**config.mk**
```make
export PLATFORM = sky130hd
export DESIGN_NAME = audio_ser_tx
export DESIGN_NICKNAME = d
export VERILOG_FILES = /design/src/rtl/audio_ser_tx_pkg.sv /design/src/rtl/ast_edge_det.sv /design/src/rtl/ast_slot_ctr.sv /design/src/rtl/ast_pair_hold.sv /design/src/rtl/audio_ser_tx.sv
export SDC_FILE = /design/constraint.sdc
export NUM_CORES = 1
export LEC_CHECK = 0
export BUFFER_PORTS_ARGS = -buffer_cell sky130_fd_sc_hd__buf_4
export CAP_MARGIN = 40
export CORE_MARGIN = 2
export CORE_UTILIZATION = 30
export DETAILED_ROUTE_END_ITERATION = 12
export PLACE_DENSITY_LB_ADDON = 0.3
export SYNTH_ARGS = -nofsm -noshare
export SYNTH_HDL_FRONTEND = slang
export SYNTH_SLANG_ARGS = --single-unit
```
**constraint.sdc**
```tcl
create_clock -name clk -period 8.7 [get_ports clk]
set_input_delay 0.435 -clock clk [delete_from_list [all_inputs] [get_ports clk]]
set_output_delay 0.435 -clock clk [all_outputs]
set_load 0.1 [all_outputs]
```
**src/rtl/audio_ser_tx_pkg.sv**
```systemverilog
// Package: shared types for the serial sample transmitter.
// Assumes: nothing beyond IEEE 1800-2017.
package audio_ser_tx_pkg;

    // Framing choice, encoded as the format input level.
    typedef enum logic {
        FMT_LEFT_ALIGNED = 1'b0,
        FMT_I2S          = 1'b1
    } ser_fmt_e;

endpackage

```
**src/rtl/ast_edge_det.sv**
```systemverilog
// Module: ast_edge_det
// Detects bit-clock falling edges and frame-clock level changes at them.
// Assumes bclk_i and lrck_i are synchronous to clk and each level lasts
// at least one clk cycle. The first falling edge after reset only records
// the frame-clock level (no frame edge is reported for it).
module ast_edge_det (
    input  logic clk,
    input  logic rst_n,
    input  logic bclk_i,
    input  logic lrck_i,
    output logic bit_fall_o,
    output logic frame_edge_o
);

    logic bclk_d;
    logic lr_prev;
    logic primed;

    assign bit_fall_o   = bclk_d & ~bclk_i;
    assign frame_edge_o = bit_fall_o & primed & (lrck_i != lr_prev);

    // Track the previous bit-clock level and the frame level seen at each fall.
    always_ff @(posedge clk) begin
        if (!rst_n) begin
            bclk_d  <= 1'b0;
            lr_prev <= 1'b0;
            primed  <= 1'b0;
        end else begin
            bclk_d <= bclk_i;
            if (bit_fall_o) begin
                lr_prev <= lrck_i;
                primed  <= 1'b1;
            end
        end
    end

endmodule

```
**src/rtl/ast_slot_ctr.sv**
```systemverilog
// Module: ast_slot_ctr
// Counts bit slots inside a half-frame. A frame edge makes the current
// slot 0. The count saturates at MAX_SLOTS, which the top treats as
// "no data". Power-down parks the count at MAX_SLOTS.
// Assumes MAX_SLOTS exceeds the longest data field plus one.
module ast_slot_ctr #(
    parameter int MAX_SLOTS = 63,
    parameter int CNT_W     = $clog2(MAX_SLOTS + 1)
) (
    input  logic             clk,
    input  logic             rst_n,
    input  logic             step_i,
    input  logic             restart_i,
    input  logic             hold_off_i,
    output logic [CNT_W-1:0] slot_o,
    output logic [CNT_W-1:0] cnt_o
);

    localparam logic [CNT_W-1:0] PARK = CNT_W'(MAX_SLOTS);

    logic [CNT_W-1:0] cnt_q;

    assign slot_o = restart_i ? '0 : cnt_q;
    assign cnt_o  = cnt_q;

    // Advance the slot index on each bit-clock fall, saturating at PARK.
    always_ff @(posedge clk) begin
        if (!rst_n) begin
            cnt_q <= PARK;
        end else if (hold_off_i) begin
            cnt_q <= PARK;
        end else if (step_i) begin
            cnt_q <= (slot_o == PARK) ? PARK : slot_o + CNT_W'(1);
        end
    end

endmodule

```
**src/rtl/ast_pair_hold.sv**
```systemverilog
// Module: ast_pair_hold
// Two-stage store for a stereo pair: a pending stage written by the
// strobe and a committed stage loaded at the start of a left half-frame.
// A strobe in the commit cycle bypasses straight into the committed stage.
// Assumes load_i is a single-cycle pulse.
module ast_pair_hold #(
    parameter int W = 24
) (
    input  logic         clk,
    input  logic         rst_n,
    input  logic         valid_i,
    input  logic [W-1:0] left_i,
    input  logic [W-1:0] right_i,
    input  logic         load_i,
    output logic [W-1:0] eff_l_o,
    output logic [W-1:0] eff_r_o,
    output logic [W-1:0] hold_l_o,
    output logic [W-1:0] hold_r_o
);

    logic [W-1:0] pend_l, pend_r;
    logic [W-1:0] src_l, src_r;

    assign src_l   = valid_i ? left_i  : pend_l;
    assign src_r   = valid_i ? right_i : pend_r;
    assign eff_l_o = load_i ? src_l : hold_l_o;
    assign eff_r_o = load_i ? src_r : hold_r_o;

    // Capture every strobed pair into the pending stage.
    always_ff @(posedge clk) begin
        if (!rst_n) begin
            pend_l <= '0;
            pend_r <= '0;
        end else if (valid_i) begin
            pend_l <= left_i;
            pend_r <= right_i;
        end
    end

    // Commit both words together when a left half-frame starts.
    always_ff @(posedge clk) begin
        if (!rst_n) begin
            hold_l_o <= '0;
            hold_r_o <= '0;
        end else if (load_i) begin
            hold_l_o <= src_l;
            hold_r_o <= src_r;
        end
    end

endmodule

```
**src/rtl/audio_ser_tx.sv**
```systemverilog
// Module: audio_ser_tx (top)
// Serializes a committed stereo pair MSB first onto sdata_o, one bit per
// bit-clock falling edge, in left-aligned or I2S framing. Words may be cut
// to their upper SHORT_W bits. Assumes bit and frame clocks are sampled
// levels synchronous to clk and the frame clock changes with the bit-clock fall.
module audio_ser_tx #(
    parameter int SMP_W     = 24,
    parameter int SHORT_W   = 16,
    parameter int MAX_SLOTS = 63
) (
    input  logic             clk,
    input  logic             rst_n,
    input  logic             pwr_dn_i,
    input  logic             bclk_i,
    input  logic             lrck_i,
    input  logic             fmt_i2s_i,
    input  logic             short_frame_i,
    input  logic             smp_valid_i,
    input  logic [SMP_W-1:0] smp_left_i,
    input  logic [SMP_W-1:0] smp_right_i,
    output logic             sdata_o
);

    import audio_ser_tx_pkg::*;

    localparam int CNT_W = $clog2(MAX_SLOTS + 1);
    localparam int IDX_W = $clog2(SMP_W);
    localparam logic [CNT_W-1:0] FULL_N  = CNT_W'(SMP_W);
    localparam logic [CNT_W-1:0] SHORT_N = CNT_W'(SHORT_W);
    localparam logic [IDX_W-1:0] TOP_IDX = IDX_W'(SMP_W - 1);

    ser_fmt_e         fmt;
    logic             bit_fall;
    logic             frame_edge;
    logic             is_left;
    logic             pair_load;
    logic [CNT_W-1:0] slot;
    logic [CNT_W-1:0] slot_cnt;
    logic [CNT_W-1:0] data_n;
    logic [CNT_W-1:0] didx;
    logic             has_bit;
    logic             tx_bit;
    logic [SMP_W-1:0] eff_l, eff_r, hold_l, hold_r;
    logic [SMP_W-1:0] word;

    assign fmt = ser_fmt_e'(fmt_i2s_i);

    ast_edge_det u_edge (
        .clk          (clk),
        .rst_n        (rst_n),
        .bclk_i       (bclk_i),
        .lrck_i       (lrck_i),
        .bit_fall_o   (bit_fall),
        .frame_edge_o (frame_edge)
    );

    ast_slot_ctr #(
        .MAX_SLOTS (MAX_SLOTS),
        .CNT_W     (CNT_W)
    ) u_slot (
        .clk        (clk),
        .rst_n      (rst_n),
        .step_i     (bit_fall),
        .restart_i  (frame_edge),
        .hold_off_i (pwr_dn_i),
        .slot_o     (slot),
        .cnt_o      (slot_cnt)
    );

    // Left half: frame clock high in left-aligned, low in I2S framing.
    assign is_left   = lrck_i ^ (fmt == FMT_I2S);
    assign pair_load = frame_edge & is_left & ~pwr_dn_i;

    ast_pair_hold #(
        .W (SMP_W)
    ) u_pair (
        .clk      (clk),
        .rst_n    (rst_n),
        .valid_i  (smp_valid_i),
        .left_i   (smp_left_i),
        .right_i  (smp_right_i),
        .load_i   (pair_load),
        .eff_l_o  (eff_l),
        .eff_r_o  (eff_r),
        .hold_l_o (hold_l),
        .hold_r_o (hold_r)
    );

    // Map the slot index to a data bit of the current channel's word.
    always_comb begin
        word   = is_left ? eff_l : eff_r;
        data_n = short_frame_i ? SHORT_N : FULL_N;
        if (fmt == FMT_I2S) begin
            has_bit = (slot != '0) && (slot <= data_n);
            didx    = slot - CNT_W'(1);
        end else begin
            has_bit = (slot < data_n);
            didx    = slot;
        end
        tx_bit = has_bit ? word[TOP_IDX - didx[IDX_W-1:0]] : 1'b0;
    end

    // Drive the line on bit-clock falls; force low in power-down.
    always_ff @(posedge clk) begin
        if (!rst_n) begin
            sdata_o <= 1'b0;
        end else if (pwr_dn_i) begin
            sdata_o <= 1'b0;
        end else if (bit_fall) begin
            sdata_o <= tx_bit;
        end
    end

endmodule

```
==> flow_metrics.py <==
metrics = {
    "timing": {
        "timing.fmax_mhz": 282.1,
        "final_min_period_over_clock_period_pct": 40.75,
        "slew_at_the_pin_closest_to_its_max_slew_limit_ps": 855.8,
        "finalHoldViolations": 0,
        "timing.max_slew.rel_slack_pct": 42.94,
        "fin_tns_setup_ps": 0,
        "grt_setup_unrepaired": "no",
        "fin_skew_ps": 6.398,
        "slew_viol_final": 0,
        "worst_hold_slack_ps": 326.9,
        "final-setup-viol-count": 0,
        "layout_min_cycle_time_ps": 3545,
    },
    "power_and_ir_drop": {
        "power_density_mw_per_mm2": 167.7,
        "static_power_due_to_leakage_nw": 2.680,
        "worst_ir_drop_vdd_v": 0.0001041,
    },
    "cells_and_area": {
        "end_of_flow_core_utilization_pct": 36.33,
        "n_antenna_cell": 0,
        "area_delta_synth_final_pct": 17.98,
        "nFillCells": 1632,
        "number_of_nets_at_the_end_of_the_flow": 610,
        "final-instance-count-excl-fill": 770,
        "post_route_cells_drive_above_1_share_pct": 16.43,
    },
    "route": {
        "antenna_left": 0,
        "route.vias.total": 3805,
        "drt_first_iter_violations": 230,
        "detail_route.wirelength_um": 11340,
        "dr.pass1.iters": 4,
        "detail_route.wl_per_cell_um": 14.73,
        "drc_errors": 0,
        "vias_per_cell": 4.942,
    },
    "yosys": {
        "synth_mux_area_share_pct": 14.99,
        "netlist-cell-type-count": 54,
        "syn-cell-area_mm2": 0.004892,
        "synth_simple_gate_area_share_pct": 18.24,
        "dominantRegCellSynth": "sky130_fd_sc_hd__dfxtp_1",
        "synth_cells": 511,
        "postSynthRegisterBits": 106,
        "synth-compound-area-share_pct": 17.29,
        "synth_enable_flop_cells": 0,
        "syn-num-nets": 571,
        "ys_seq_area_share_pct": 43.38,
        "synthXorXnorAreaFrac_pct": 1.714,
        "ys_warn_count": 0,
        "synth_top_family_by_area": "simple AND/OR/NAND/NOR gates",
        "synth_adder_area_share_pct": 1.023,
        "syn_avg_cell_area_um2": 9.574,
        "asyncSetResetFlopFracSynth_pct": 0,
    },
    "setup_path": {
        "critical_path_peak_fanout": 17,
        "timing.setup.critical_path_class": "flip-flop to flip-flop",
        "arrival_ps": 3780,
        "timing.critical_path.required_ps": 8940,
        "worstSetupEndpointType": "flip-flop",
        "worstSetupStartpointType": "flip-flop",
    },
    "clocking": {
        "worst_setup_hold_path_clk_slew_ps": 70,
        "cts_max_level": 3,
        "longest_clk_path_bufs": 2,
        "cts_hold_buf": 0,
        "cts.sinks": 106,
        "cts_made_buffers": 9,
        "clk-insertion-delay-late_ps": 350,
        "cts-root-buf": "sky130_fd_sc_hd__clkbuf_16",
        "cts_tree": "yes",
        "buffers_inserted_by_post_cts_timing_repair": 0,
        "cts_resized": 0,
    },
    "die": {
        "die_x_um": 131.7,
        "num_io_pins": 57,
        "die_height_um": 131.7,
        "core_footprint_mm2": 0.01589,
        "initial_utilization_pct": 30.80,
        "rows": 46,
        "dieArea_mm2": 0.01734,
    },
    "global_routing": {
        "gr-usage-all-layers_pct": 13.34,
        "grt_first_pass_wirelength_um": 18720,
        "gr_overflow_total": 0,
        "grt_antenna_before_repair": 0,
        "grt_pass1_vias": 3746,
        "grt_max_degree": 101,
    },
    "place": {
        "place.detailed.instances": 755,
        "count_of_buffers_from_port_buffering": 56,
        "post-dp-hpwl_um": 8118,
        "finalWeightedCongestion": 0.8560,
    },
    "status": {
        "status": "finished, final reports clean",
    },
    "job": {
        "max_cap_viol_count": 0,
    },
    "hold_path": {
        "worstHoldPathType": "input port to flip-flop",
    },
}
==> cells by family after synthesis <==
group                      count (synthesis)
DFF                                      106
AOI/OAI and AO/OA                        113
muxes                                     67
adders and majority gates                  4
buffers and inverters                     41
and+or+nand+nor                          173
xor gates and xnor gates                   7
==> Yosys cell counts, types with 3 or more instances <==
library cell               number  share of area, %
sky130_fd_sc_hd__o211ai_1       4              0.61
sky130_fd_sc_hd__o211a_1       35               7.2
sky130_fd_sc_hd__mux4_2         3               1.4
sky130_fd_sc_hd__o21ai_0       29               3.0
sky130_fd_sc_hd__mux2_2         7               1.6
sky130_fd_sc_hd__nor3_1         4              0.41
sky130_fd_sc_hd__nor2b_1       64               8.2
sky130_fd_sc_hd__dfxtp_1      106                43
sky130_fd_sc_hd__nand3_1       10               1.0
sky130_fd_sc_hd__a21oi_1       15               1.5
sky130_fd_sc_hd__nand2_1       65               5.0
sky130_fd_sc_hd__o21a_1         3              0.46
sky130_fd_sc_hd__and2_1         3              0.38
sky130_fd_sc_hd__clkbuf_1      22               1.7
sky130_fd_sc_hd__o22ai_1        5              0.64
sky130_fd_sc_hd__buf_1          4              0.31
sky130_fd_sc_hd__inv_1          8              0.61
sky130_fd_sc_hd__mux2i_1       56                11
sky130_fd_sc_hd__buf_2          6              0.61
sky130_fd_sc_hd__nand2b_1       3              0.38
sky130_fd_sc_hd__nor2_1        14               1.1
sky130_fd_sc_hd__ha_1           4               1.0
==> cell type report <==
cell class | instances | area (um2) | share of cell area (%)
timing repair buffer | 61 | 490.5 | 8.498
clock inverter | 3 | 17.52 | 0.3035
inverter | 8 | 30.03 | 0.5203
sequential | 106 | 2122 | 36.77
clock buffer | 12 | 236.5 | 4.097
tap | 216 | 270.3 | 4.682
multi-input combinational | 364 | 2605 | 45.13
==> final timing paths <==
path | start | to | slack (ps) | cells past startpoint
worst max-delay path | u_edge.bclk_d | sdata_o | 5150 | 11
worst min-delay path | bclk_i | u_edge.bclk_d | 330 | 2
worst max register to register | u_edge.bclk_d | sdata_o | 5150 | 11
worst min register to register | u_edge.primed | u_edge.primed | 470 | 1
==> cell usage in the layout, fill, tap and decap left out, drive strengths merged, types with 2 or more instances in the layout <==
cell    synthesis  final
inv             8      8
mux2i          56     56
nor2           14     14
o211a          35     35
xnor2           4      4
nor3            4      4
a211oi          2      2
clkbuf         22     12
o221ai          2      2
nand2          66     66
o22ai           5      5
o211ai          4      4
ha              4      4
xor2            3      3
nor4            3      3
a31oi           2      2
clkinv          0      2
a21oi          15     15
buf            11     61
nor2b          64     64
a311oi          2      2
o21a            3      3
mux2            7      7
mux4            4      4
dfxtp         106    106
nand2b          3      3
a22oi           2      2
o21ai          30     30
nand3          10     10
and2            3      3
==> flip-flops by register name, indices dropped and copies added (netlist names) <==
signal,count
u_pair.pend_r,24
u_pair.hold_r_o,24
u_pair.pend_l,24
u_slot.cnt_o,6
u_edge.primed,1
u_edge.lr_prev,1
u_edge.bclk_d,1
u_pair.hold_l_o,24
sdata_o,1
==> critical path: stages, from the launching register on <==
cell and delay (ps):
sky130_fd_sc_hd__dfxtp_1 350, sky130_fd_sc_hd__nand3b_1 240, sky130_fd_sc_hd__or2_2 450, sky130_fd_sc_hd__nand2_1 260
sky130_fd_sc_hd__ha_1 310, sky130_fd_sc_hd__nand2b_1 280, sky130_fd_sc_hd__nand2_4 280, sky130_fd_sc_hd__mux4_1 350
sky130_fd_sc_hd__a2111oi_2 360, sky130_fd_sc_hd__nor4_1 110, sky130_fd_sc_hd__o211a_1 240, sky130_fd_sc_hd__a211o_1 220
==> where the power goes <==
group / switching, mW / internal (mW)
logic: 0.0525 / 0.0484
registers: 0.00478 / 0.499
clock network: 0.171 / 0.192
==> metal layers <==
layer	up-vias	GRT usage (%)	part of all wire (%)
met5	-	0	0
li1	1887	-	-
met1	1809	17.39	48
met4	0	5.797	2.4
met2	89	20.88	45
met3	20	3.472	4.5
==> per-stage QoR <==
step | worst slack, ps | instance area, um2 | total power [mW]
floorplan | 5484 | 4892 | 0.5786
global placement | 4993 | 5470 | 0.6143
detailed placement | 4883 | 5518 | 0.6171
CTS | 5164 | 5772 | 0.9827
global route | 4932 | 5772 | 1.012
finish | 5155 | 5772 | 0.9680
Power figures use the tool's default switching activity.
